==> src/rtl/sfs_pkg.sv <==
package sfs_pkg;

  localparam logic [5:0] OPC_STOP  = 6'd0;
  localparam logic [5:0] OPC_CMD   = 6'd1;
  localparam logic [5:0] OPC_DUMMY = 6'd3;
  localparam logic [5:0] OPC_MODE  = 6'd4;
  localparam logic [5:0] OPC_READ  = 6'd7;
  localparam logic [5:0] OPC_WRITE = 6'd8;

  typedef struct packed {
    logic [5:0] op;
    logic [1:0] pad;
    logic [7:0] arg;
  } slot_t;

  typedef enum logic [2:0] {
    ST_IDLE, ST_LOAD, ST_XFER, ST_DUMMY, ST_TXWAIT, ST_END
  } seq_state_e;

  // output lanes enabled for a pad code
  function automatic logic [3:0] lane_mask(input logic [1:0] pad);
    case (pad)
      2'd0:    return 4'b0001;
      2'd1:    return 4'b0011;
      default: return 4'b1111;
    endcase
  endfunction

  // serial clocks needed to move one byte
  function automatic logic [3:0] clocks_per_byte(input logic [1:0] pad);
    case (pad)
      2'd0:    return 4'd8;
      2'd1:    return 4'd4;
      default: return 4'd2;
    endcase
  endfunction

  // most significant bits of the shift register placed on the lanes
  function automatic logic [3:0] lanes_out(input logic [7:0] sr, input logic [1:0] pad);
    case (pad)
      2'd0:    return {3'b000, sr[7]};
      2'd1:    return {2'b00, sr[7:6]};
      default: return sr[7:4];
    endcase
  endfunction

  function automatic logic [7:0] shift_out(input logic [7:0] sr, input logic [1:0] pad);
    case (pad)
      2'd0:    return {sr[6:0], 1'b0};
      2'd1:    return {sr[5:0], 2'b00};
      default: return {sr[3:0], 4'b0000};
    endcase
  endfunction

  function automatic logic [7:0] shift_in(input logic [7:0] sr, input logic [1:0] pad,
                                          input logic [3:0] io);
    case (pad)
      2'd0:    return {sr[6:0], io[1]};
      2'd1:    return {sr[5:0], io[1:0]};
      default: return {sr[3:0], io[3:0]};
    endcase
  endfunction

endpackage

==> src/rtl/sfs_fifo.sv <==
module sfs_fifo #(
  parameter int WIDTH = 8,
  parameter int DEPTH = 32,
  localparam int PW = $clog2(DEPTH),
  localparam int LW = $clog2(DEPTH + 1)
) (
  input  logic             clk,
  input  logic             rst_n,
  input  logic             flush,
  input  logic             push,
  input  logic [WIDTH-1:0] wdata,
  input  logic             pop,
  output logic [WIDTH-1:0] rdata,
  output logic [LW-1:0]    level,
  output logic             empty,
  output logic             full
);
  logic [WIDTH-1:0] mem [DEPTH];
  logic [PW-1:0]    wr_ptr, rd_ptr;
  logic [LW-1:0]    level_q;
  logic             do_push, do_pop;

  assign empty   = (level_q == '0);
  assign full    = (level_q == LW'(DEPTH));
  assign do_push = push && !full;
  assign do_pop  = pop && !empty;
  assign rdata   = mem[rd_ptr];
  assign level   = level_q;

  always_ff @(posedge clk) begin
    if (!rst_n || flush) begin
      wr_ptr  <= '0;
      rd_ptr  <= '0;
      level_q <= '0;
    end else begin
      if (do_push) wr_ptr <= wr_ptr + PW'(1);
      if (do_pop)  rd_ptr <= rd_ptr + PW'(1);
      level_q <= level_q + LW'(do_push) - LW'(do_pop);
    end
  end

  always_ff @(posedge clk) begin
    if (do_push && !flush) mem[wr_ptr] <= wdata;
  end

  // the engine never takes a byte the FIFO does not hold
  a_r8_pop_has_data: assert property (@(posedge clk) disable iff (!rst_n)
    pop |-> !empty);
  // the stored count never passes the depth
  a_r7_level_bound: assert property (@(posedge clk) disable iff (!rst_n)
    (full && push && !pop && !flush) |=> (level_q == LW'(DEPTH)));

endmodule

==> src/rtl/sfs_lut.sv <==
module sfs_lut #(
  parameter int NUM_SEQ = 16,
  localparam int SEQ_W  = $clog2(NUM_SEQ),
  localparam int AW     = SEQ_W + 2,
  localparam int WORDS  = NUM_SEQ * 4
) (
  input  logic             clk,
  input  logic             rst_n,
  input  logic             we,
  input  logic [AW-1:0]    waddr,
  input  logic [31:0]      wdata,
  input  logic [SEQ_W-1:0] rd_seq,
  input  logic [2:0]       rd_slot,
  output logic [15:0]      rd_instr
);
  logic [31:0] words_q [WORDS];
  logic [31:0] word;

  generate
    for (genvar g = 0; g < WORDS; g++) begin : g_word
      always_ff @(posedge clk) begin
        if (!rst_n)                       words_q[g] <= '0;
        else if (we && waddr == AW'(g))   words_q[g] <= wdata;
      end
    end
  endgenerate

  // four words per sequence, even slot in the low half
  assign word     = words_q[{rd_seq, rd_slot[2:1]}];
  assign rd_instr = rd_slot[0] ? word[31:16] : word[15:0];

endmodule

==> src/rtl/flash_seq_engine.sv <==
module flash_seq_engine #(
  parameter int NUM_SEQ      = 16,
  parameter int FIFO_DEPTH   = 32,
  parameter int TX_START_MIN = 16,
  parameter int MAX_DUMMY    = 64,
  parameter int COUNT_W      = 16,
  localparam int SEQ_W  = $clog2(NUM_SEQ),
  localparam int LUT_AW = SEQ_W + 2,
  localparam int FLW    = $clog2(FIFO_DEPTH + 1),
  localparam int DCW    = $clog2(MAX_DUMMY + 1)
) (
  input  logic              clk,
  input  logic              rst_n,
  input  logic              lut_we,
  input  logic [LUT_AW-1:0] lut_waddr,
  input  logic [31:0]       lut_wdata,
  input  logic              start_valid,
  input  logic [31:0]       start_word,
  input  logic              flag_we,
  input  logic [31:0]       flag_wdata,
  input  logic              irq_en,
  input  logic              tx_push,
  input  logic [7:0]        tx_wdata,
  output logic [FLW-1:0]    tx_level,
  input  logic              rx_pop,
  output logic [7:0]        rx_rdata,
  output logic [FLW-1:0]    rx_level,
  output logic              done_flag,
  output logic              irq,
  output logic              busy,
  output logic              sck,
  output logic              cs_n,
  output logic [3:0]        io_out,
  output logic [3:0]        io_oe,
  input  logic [3:0]        io_in
);
  import sfs_pkg::*;

  function automatic logic [DCW-1:0] dummy_clocks(input logic [7:0] arg);
    if (int'(arg) > MAX_DUMMY) return DCW'(MAX_DUMMY);
    return DCW'(arg);
  endfunction

  seq_state_e         state_q;
  logic [SEQ_W-1:0]   seq_q;
  logic [2:0]         slot_q;
  logic [COUNT_W-1:0] count_q, bcnt_q;
  logic [1:0]         pad_q;
  logic               rd_q, ph_q, sck_q, cs_n_q, done_q;
  logic [3:0]         ucnt_q, oe_q;
  logic [DCW-1:0]     dcnt_q;
  logic [7:0]         sr_q;
  logic [15:0]        lut_instr;
  slot_t              cur;

  // named internal events
  logic start_acc, end_evt, byte_done, rx_push, tx_pop, tx_ready, rx_full;
  logic adv_last;
  logic [7:0] tx_head;
  logic tx_empty, tx_full, rx_empty;
  wire unused_bits = ^{start_word[31:28], start_word[23:COUNT_W], flag_wdata[31:1],
                       tx_empty, tx_full, rx_empty};

  assign cur       = slot_t'(lut_instr);
  assign start_acc = start_valid && (state_q == ST_IDLE);
  assign end_evt   = (state_q == ST_END);
  assign byte_done = (state_q == ST_XFER) && ph_q && (ucnt_q == 4'd1);
  assign rx_push   = byte_done && rd_q;
  assign tx_ready  = (state_q == ST_TXWAIT) && (int'(tx_level) >= TX_START_MIN);
  assign tx_pop    = tx_ready || (byte_done && !rd_q && (bcnt_q > COUNT_W'(1)));
  assign adv_last  = (slot_q == 3'd7);

  sfs_lut #(.NUM_SEQ(NUM_SEQ)) u_lut (
    .clk(clk), .rst_n(rst_n), .we(lut_we), .waddr(lut_waddr), .wdata(lut_wdata),
    .rd_seq(seq_q), .rd_slot(slot_q), .rd_instr(lut_instr));

  sfs_fifo #(.WIDTH(8), .DEPTH(FIFO_DEPTH)) u_txq (
    .clk(clk), .rst_n(rst_n), .flush(end_evt), .push(tx_push), .wdata(tx_wdata),
    .pop(tx_pop), .rdata(tx_head), .level(tx_level), .empty(tx_empty), .full(tx_full));

  sfs_fifo #(.WIDTH(8), .DEPTH(FIFO_DEPTH)) u_rxq (
    .clk(clk), .rst_n(rst_n), .flush(1'b0), .push(rx_push), .wdata(sr_q),
    .pop(rx_pop), .rdata(rx_rdata), .level(rx_level), .empty(rx_empty), .full(rx_full));

  always_ff @(posedge clk) begin
    if (!rst_n) begin
      state_q <= ST_IDLE;
      seq_q   <= '0;
      slot_q  <= '0;
      count_q <= '0;
      bcnt_q  <= '0;
      pad_q   <= '0;
      rd_q    <= 1'b0;
      ph_q    <= 1'b0;
      sck_q   <= 1'b0;
      cs_n_q  <= 1'b1;
      ucnt_q  <= '0;
      oe_q    <= '0;
      dcnt_q  <= '0;
      sr_q    <= '0;
    end else begin
      case (state_q)
        ST_IDLE: begin
          sck_q <= 1'b0;
          if (start_acc) begin
            seq_q   <= start_word[24 +: SEQ_W];
            count_q <= start_word[COUNT_W-1:0];
            slot_q  <= '0;
            state_q <= ST_LOAD;
          end
        end
        ST_LOAD: begin
          ph_q <= 1'b0;
          case (cur.op)
            OPC_STOP: state_q <= ST_END;
            OPC_CMD, OPC_MODE: begin
              cs_n_q  <= 1'b0;
              sr_q    <= cur.arg;
              pad_q   <= cur.pad;
              oe_q    <= lane_mask(cur.pad);
              ucnt_q  <= clocks_per_byte(cur.pad);
              bcnt_q  <= COUNT_W'(1);
              rd_q    <= 1'b0;
              state_q <= ST_XFER;
            end
            OPC_DUMMY: begin
              cs_n_q <= 1'b0;
              oe_q   <= '0;
              dcnt_q <= dummy_clocks(cur.arg);
              if (dummy_clocks(cur.arg) != '0) state_q <= ST_DUMMY;
              else if (adv_last)               state_q <= ST_END;
              else                             slot_q  <= slot_q + 3'd1;
            end
            OPC_READ, OPC_WRITE: begin
              cs_n_q <= 1'b0;
              oe_q   <= '0;
              pad_q  <= cur.pad;
              ucnt_q <= clocks_per_byte(cur.pad);
              bcnt_q <= count_q;
              rd_q   <= (cur.op == OPC_READ);
              if (count_q != '0)  state_q <= (cur.op == OPC_READ) ? ST_XFER : ST_TXWAIT;
              else if (adv_last)  state_q <= ST_END;
              else                slot_q  <= slot_q + 3'd1;
            end
            default: begin
              if (adv_last) state_q <= ST_END;
              else          slot_q  <= slot_q + 3'd1;
            end
          endcase
        end
        ST_XFER: begin
          ph_q  <= !ph_q;
          sck_q <= !ph_q;
          if (!ph_q) begin
            if (rd_q) sr_q <= shift_in(sr_q, pad_q, io_in);
          end else if (ucnt_q > 4'd1) begin
            ucnt_q <= ucnt_q - 4'd1;
            if (!rd_q) sr_q <= shift_out(sr_q, pad_q);
          end else if (bcnt_q > COUNT_W'(1)) begin
            bcnt_q <= bcnt_q - COUNT_W'(1);
            ucnt_q <= clocks_per_byte(pad_q);
            if (!rd_q) sr_q <= tx_head;
          end else begin
            oe_q <= '0;
            if (adv_last) state_q <= ST_END;
            else begin
              slot_q  <= slot_q + 3'd1;
              state_q <= ST_LOAD;
            end
          end
        end
        ST_DUMMY: begin
          ph_q  <= !ph_q;
          sck_q <= !ph_q;
          if (ph_q) begin
            if (dcnt_q > DCW'(1)) dcnt_q <= dcnt_q - DCW'(1);
            else if (adv_last)    state_q <= ST_END;
            else begin
              slot_q  <= slot_q + 3'd1;
              state_q <= ST_LOAD;
            end
          end
        end
        ST_TXWAIT: begin
          if (tx_ready) begin
            sr_q    <= tx_head;
            oe_q    <= lane_mask(pad_q);
            state_q <= ST_XFER;
          end
        end
        ST_END: begin
          cs_n_q  <= 1'b1;
          sck_q   <= 1'b0;
          oe_q    <= '0;
          state_q <= ST_IDLE;
        end
        default: state_q <= ST_IDLE;
      endcase
    end
  end

  always_ff @(posedge clk) begin
    if (!rst_n)                        done_q <= 1'b0;
    else if (end_evt)                  done_q <= 1'b1;
    else if (flag_we && flag_wdata[0]) done_q <= 1'b0;
  end

  assign done_flag = done_q;
  assign irq       = done_q && irq_en;
  assign busy      = (state_q != ST_IDLE);
  assign sck       = sck_q;
  assign cs_n      = cs_n_q;
  assign io_oe     = oe_q;
  assign io_out    = (oe_q != '0) ? lanes_out(sr_q, pad_q) : 4'b0000;

  // serial clock only pulses inside a selected transaction
  a_r3_sck_needs_cs: assert property (@(posedge clk) disable iff (!rst_n)
    sck |-> !cs_n);
  // serial clock high phase lasts exactly one system clock
  a_r3_sck_pulse: assert property (@(posedge clk) disable iff (!rst_n)
    sck |=> !sck);
  // start while running leaves the latched request alone
  a_r2_start_ignored: assert property (@(posedge clk) disable iff (!rst_n)
    (busy && start_valid) |=> ($stable(seq_q) && $stable(count_q)));
  // dummy counter never holds more than the cap
  a_r6_dummy_cap: assert property (@(posedge clk) disable iff (!rst_n)
    (state_q == ST_DUMMY) |-> (dcnt_q <= DCW'(MAX_DUMMY)));
  // no line is driven during dummy or read clocks
  a_r7_lines_released: assert property (@(posedge clk) disable iff (!rst_n)
    ((state_q == ST_DUMMY) || (state_q == ST_XFER && rd_q)) |-> (io_oe == 4'b0000));
  // received bytes always find room
  a_r7_rx_room: assert property (@(posedge clk) disable iff (!rst_n)
    rx_push |-> !rx_full);
  // end of sequence leaves the flag set and the flash deselected
  a_r10_done_set: assert property (@(posedge clk) disable iff (!rst_n)
    end_evt |=> (done_flag && cs_n && !busy));
  // a clear with no competing end drops the flag
  a_r10_done_clear: assert property (@(posedge clk) disable iff (!rst_n)
    (flag_we && flag_wdata[0] && !end_evt) |=> !done_flag);
  // leftover transmit bytes are gone once the sequence ends
  a_r8_tx_flushed: assert property (@(posedge clk) disable iff (!rst_n)
    (end_evt && !tx_push) |=> (tx_level == '0));

endmodule

==> config.mk <==
export PLATFORM = sky130hd
export DESIGN_NAME = flash_seq_engine
export DESIGN_NICKNAME = d
export VERILOG_FILES = /design/src/rtl/sfs_pkg.sv /design/src/rtl/sfs_fifo.sv /design/src/rtl/sfs_lut.sv /design/src/rtl/flash_seq_engine.sv
export SDC_FILE = /design/constraint.sdc
export NUM_CORES = 2
export LEC_CHECK = 0
export CORE_MARGIN = 1
export CORE_UTILIZATION = 55
export CTS_CLUSTER_SIZE = 14
export DETAILED_ROUTE_END_ITERATION = 7
export DONT_BUFFER_PORTS = 1
export PLACE_DENSITY = 0.7
export SLEW_MARGIN = 20
export SYNTH_ARGS = -nofsm -noshare
export SYNTH_HDL_FRONTEND = slang
export SYNTH_HIERARCHICAL = 1
export SYNTH_SLANG_ARGS = --single-unit
==> constraint.sdc <==
create_clock -name clk -period 5.7 [get_ports clk]
set_clock_uncertainty 0.05 [all_clocks]
set_input_delay 1.14 -clock clk [delete_from_list [all_inputs] [get_ports clk]]
set_output_delay 1.14 -clock clk [all_outputs]
set_load 0.05 [all_outputs]
==> key figures <==
Run status
  • Outcome: finished clean

Timing
  • Final hold slack: ~280 ps
  • Final worst setup slack: about 370 ps
  • Final TNS setup: 0 ps
  • Min Tclk post-route: between 5000 and 6000 ps
  • RSZ-0062 raised after global routing: false
  • Rel. slew slack: 22.1%
  • Tcrit/Tclk final: around 93%
  • Worst-margin pin slew: 1160 ps
  • Max-slew violations: 0
  • Final setup viols: 0
  • Final Hold Fails: 0
  • Fmax achieved: between 150 and 200 MHz

Finish
  • # fillers: approximately 15000
  • Commonest non-fill, non-tap cell in the layout: edfxtp_1
  • Area Growth Syn to Fin: 10.6%
  • Share of layout cells above drive strength 1: a little over 20%
  • Net count reported at finish: between 7000 and 8000
  • Commonest cells after routing, fill and taps aside: 2560 x edfxtp_1, 2062 x and2_1, 708 x mux4_2

Pwr
  • Tot Pwr: around 45 mW
  • Leak Pwr: between 40 and 50 nW
  • Maximum VDD drop: roughly 0.00036 V
  • Pwr/cell area: approximately 340 nW/um^2

Global routing
  • GRT overflow: 0
  • Overall routing resource usage: slightly below 30%
  • Largest net degree at the start of global routing: slightly above 100
  • First-pass GRT wire length: ~450 mm
  • Vias in the first global route: around 65000
  • Initial antenna violation count: 20

Worst setup path
  • Worst path slowest cell: mux4_2
  • Critical Path Start Type: flop
  • CP arrival: 6110 ps
  • CP Class: flop to flop
  • Crit path top cell by count: mux4_2
  • Crit. End Element: flop
  • Critical Path RT: about 6500 ps
  • CP max FO: 24
  • Flop2flop setup slack: around 370 ps
  • Ordered cell list for the critical path: buf_12 -> buf_4 -> mux4_2 -> mux4_2 -> mux4_2 -> mux2_2 -> or4_1 -> nor2_1 -> o21ai_2 -> o31ai_4 -> buf_6 -> o21ai_0 -> a32o_1
  • Critical Path Max Stage Delay: approximately 630 ps

Job
  • Max-cap violation count: 0

Floorplanning
  • Die W: roughly 470 um
  • Starting density of the core: between 50 and 60%
  • Num rows: 170
  • Core ar.: approximately 210000 um^2
  • Ports: approximately 160
  • Die extent in y: about 470 um
  • Die area: ~220000 um^2

Routing
  • Wire per inst: 30.8 um
  • Final WL: approximately 310 mm
  • Via count: between 60000 and 70000
  • First-pass iteration count of the detailed router: 5
  • Initial drt markers: roughly 8500
  • Vias per cell: approximately 6.4
  • Antenna Violating Nets Remaining: 0
  • DRC: 0

Min path
  • Worst hold path class: primary input to flop

Synthesis
  • Mean Syn Cell Area: 16.2 um^2
  • YS warnings: 6
  • Post-Syn Area: approximately 120000 um^2
  • Syn Inst Count: approximately 7300

CTS
  • Post-CTS Resized: 0
  • Maximum clock insertion buffer count: 4
  • Post-CTS Setup Repair Bufs: 0
  • Root buffer cell: clkbuf_16
  • Clk slew on worst S/H paths: approximately 60 ps
  • Worst-Skew Late Latency: approximately 940 ps
  • Clock sinks: ~2700
  • Post-CTS Hold Buffers: 0
  • CTS tree: done
  • H-tree levels: 5
  • Total clock buffers created by CTS: 291

Place
  • Dpl hpwl: around 180 mm
  • Port Buf Inserts: 0
  • Pre-CTS WS: about 420 ps
  • Gpl congestion: 0.852
==> critical path, delay by kind of cell (launching register included) <==
| family | cells | cell delay, ps |
|---|---|---|
| multiplexers | 4 | 2170 |
| AND/OR/NAND/NOR | 2 | 920 |
| buffers and inverters | 3 | 780 |
| AO/OA/AOI/OAI | 4 | 740 |
| flip-flops | 1 | 510 |
==> final timing paths <==
path,from,to,depth (start not counted)
worst max-delay path,slot_q[1]$_SDFFE_PN0P_,bcnt_q[13]$_SDFFE_PN0P_,13
worst min-delay path,tx_wdata[2],u_txq/mem[18][2]$_DFFE_PP_,0
worst max register to register,slot_q[1]$_SDFFE_PN0P_,bcnt_q[13]$_SDFFE_PN0P_,13
worst min register to register,count_q[4]$_SDFFE_PN0P_,count_q[4]$_SDFFE_PN0P_,2
==> registers in the layout, summed over array words and instances, names as in the netlist, 6 cells and up, named ones only <==
signal	flops
u_lut/words_q	2048
bcnt_q	16
u_rxq/level	6
u_txq/mem	256
u_rxq/mem	256
dcnt_q	7
sr_q	8
count_q	16
u_txq/level	6
==> per-stage QoR <==
step | std cells | util [%] | instance area (um^2)
floorplan | 7337 | - | 119000
global placement | 9726 | 57.2 | 123000
detailed placement | 9729 | 57.3 | 123000
CTS | 10210 | 61.3 | 132000
global route | 10215 | 61.3 | 132000
finish | 10227 | 61.3 | 132000
==> report_power, final <==
group	total, mW	internal, mW	switching (mW)
combinational	4.74	1.99	2.76
clock	17.5	10.1	7.37
sequential	22.9	22.4	0.513
==> final cells by class <==
cell class / count / area (um^2) / area share (%)
inverter: 43 / 161 / 0.123
multi-input combinational: 3939 / 37900 / 28.8
clock buffer: 365 / 7820 / 5.94
sequential: 2673 / 79200 / 60.1
clock inverter: 116 / 787 / 0.597
antenna: 14 / 35.0 / 0.0266
timing repair buffer: 239 / 2260 / 1.71
tap: 2838 / 3550 / 2.70
==> per-layer routing <==
layer,global-route usage [%],vias to the layer above,routed length [um]
met5,0,-,59
met4,11.2,8,13100
met3,5.77,673,30200
met2,46.3,3502,151000
met1,39.4,33788,120000
li1,-,27203,-
Note: power is estimated with default switching activity, not from simulation.
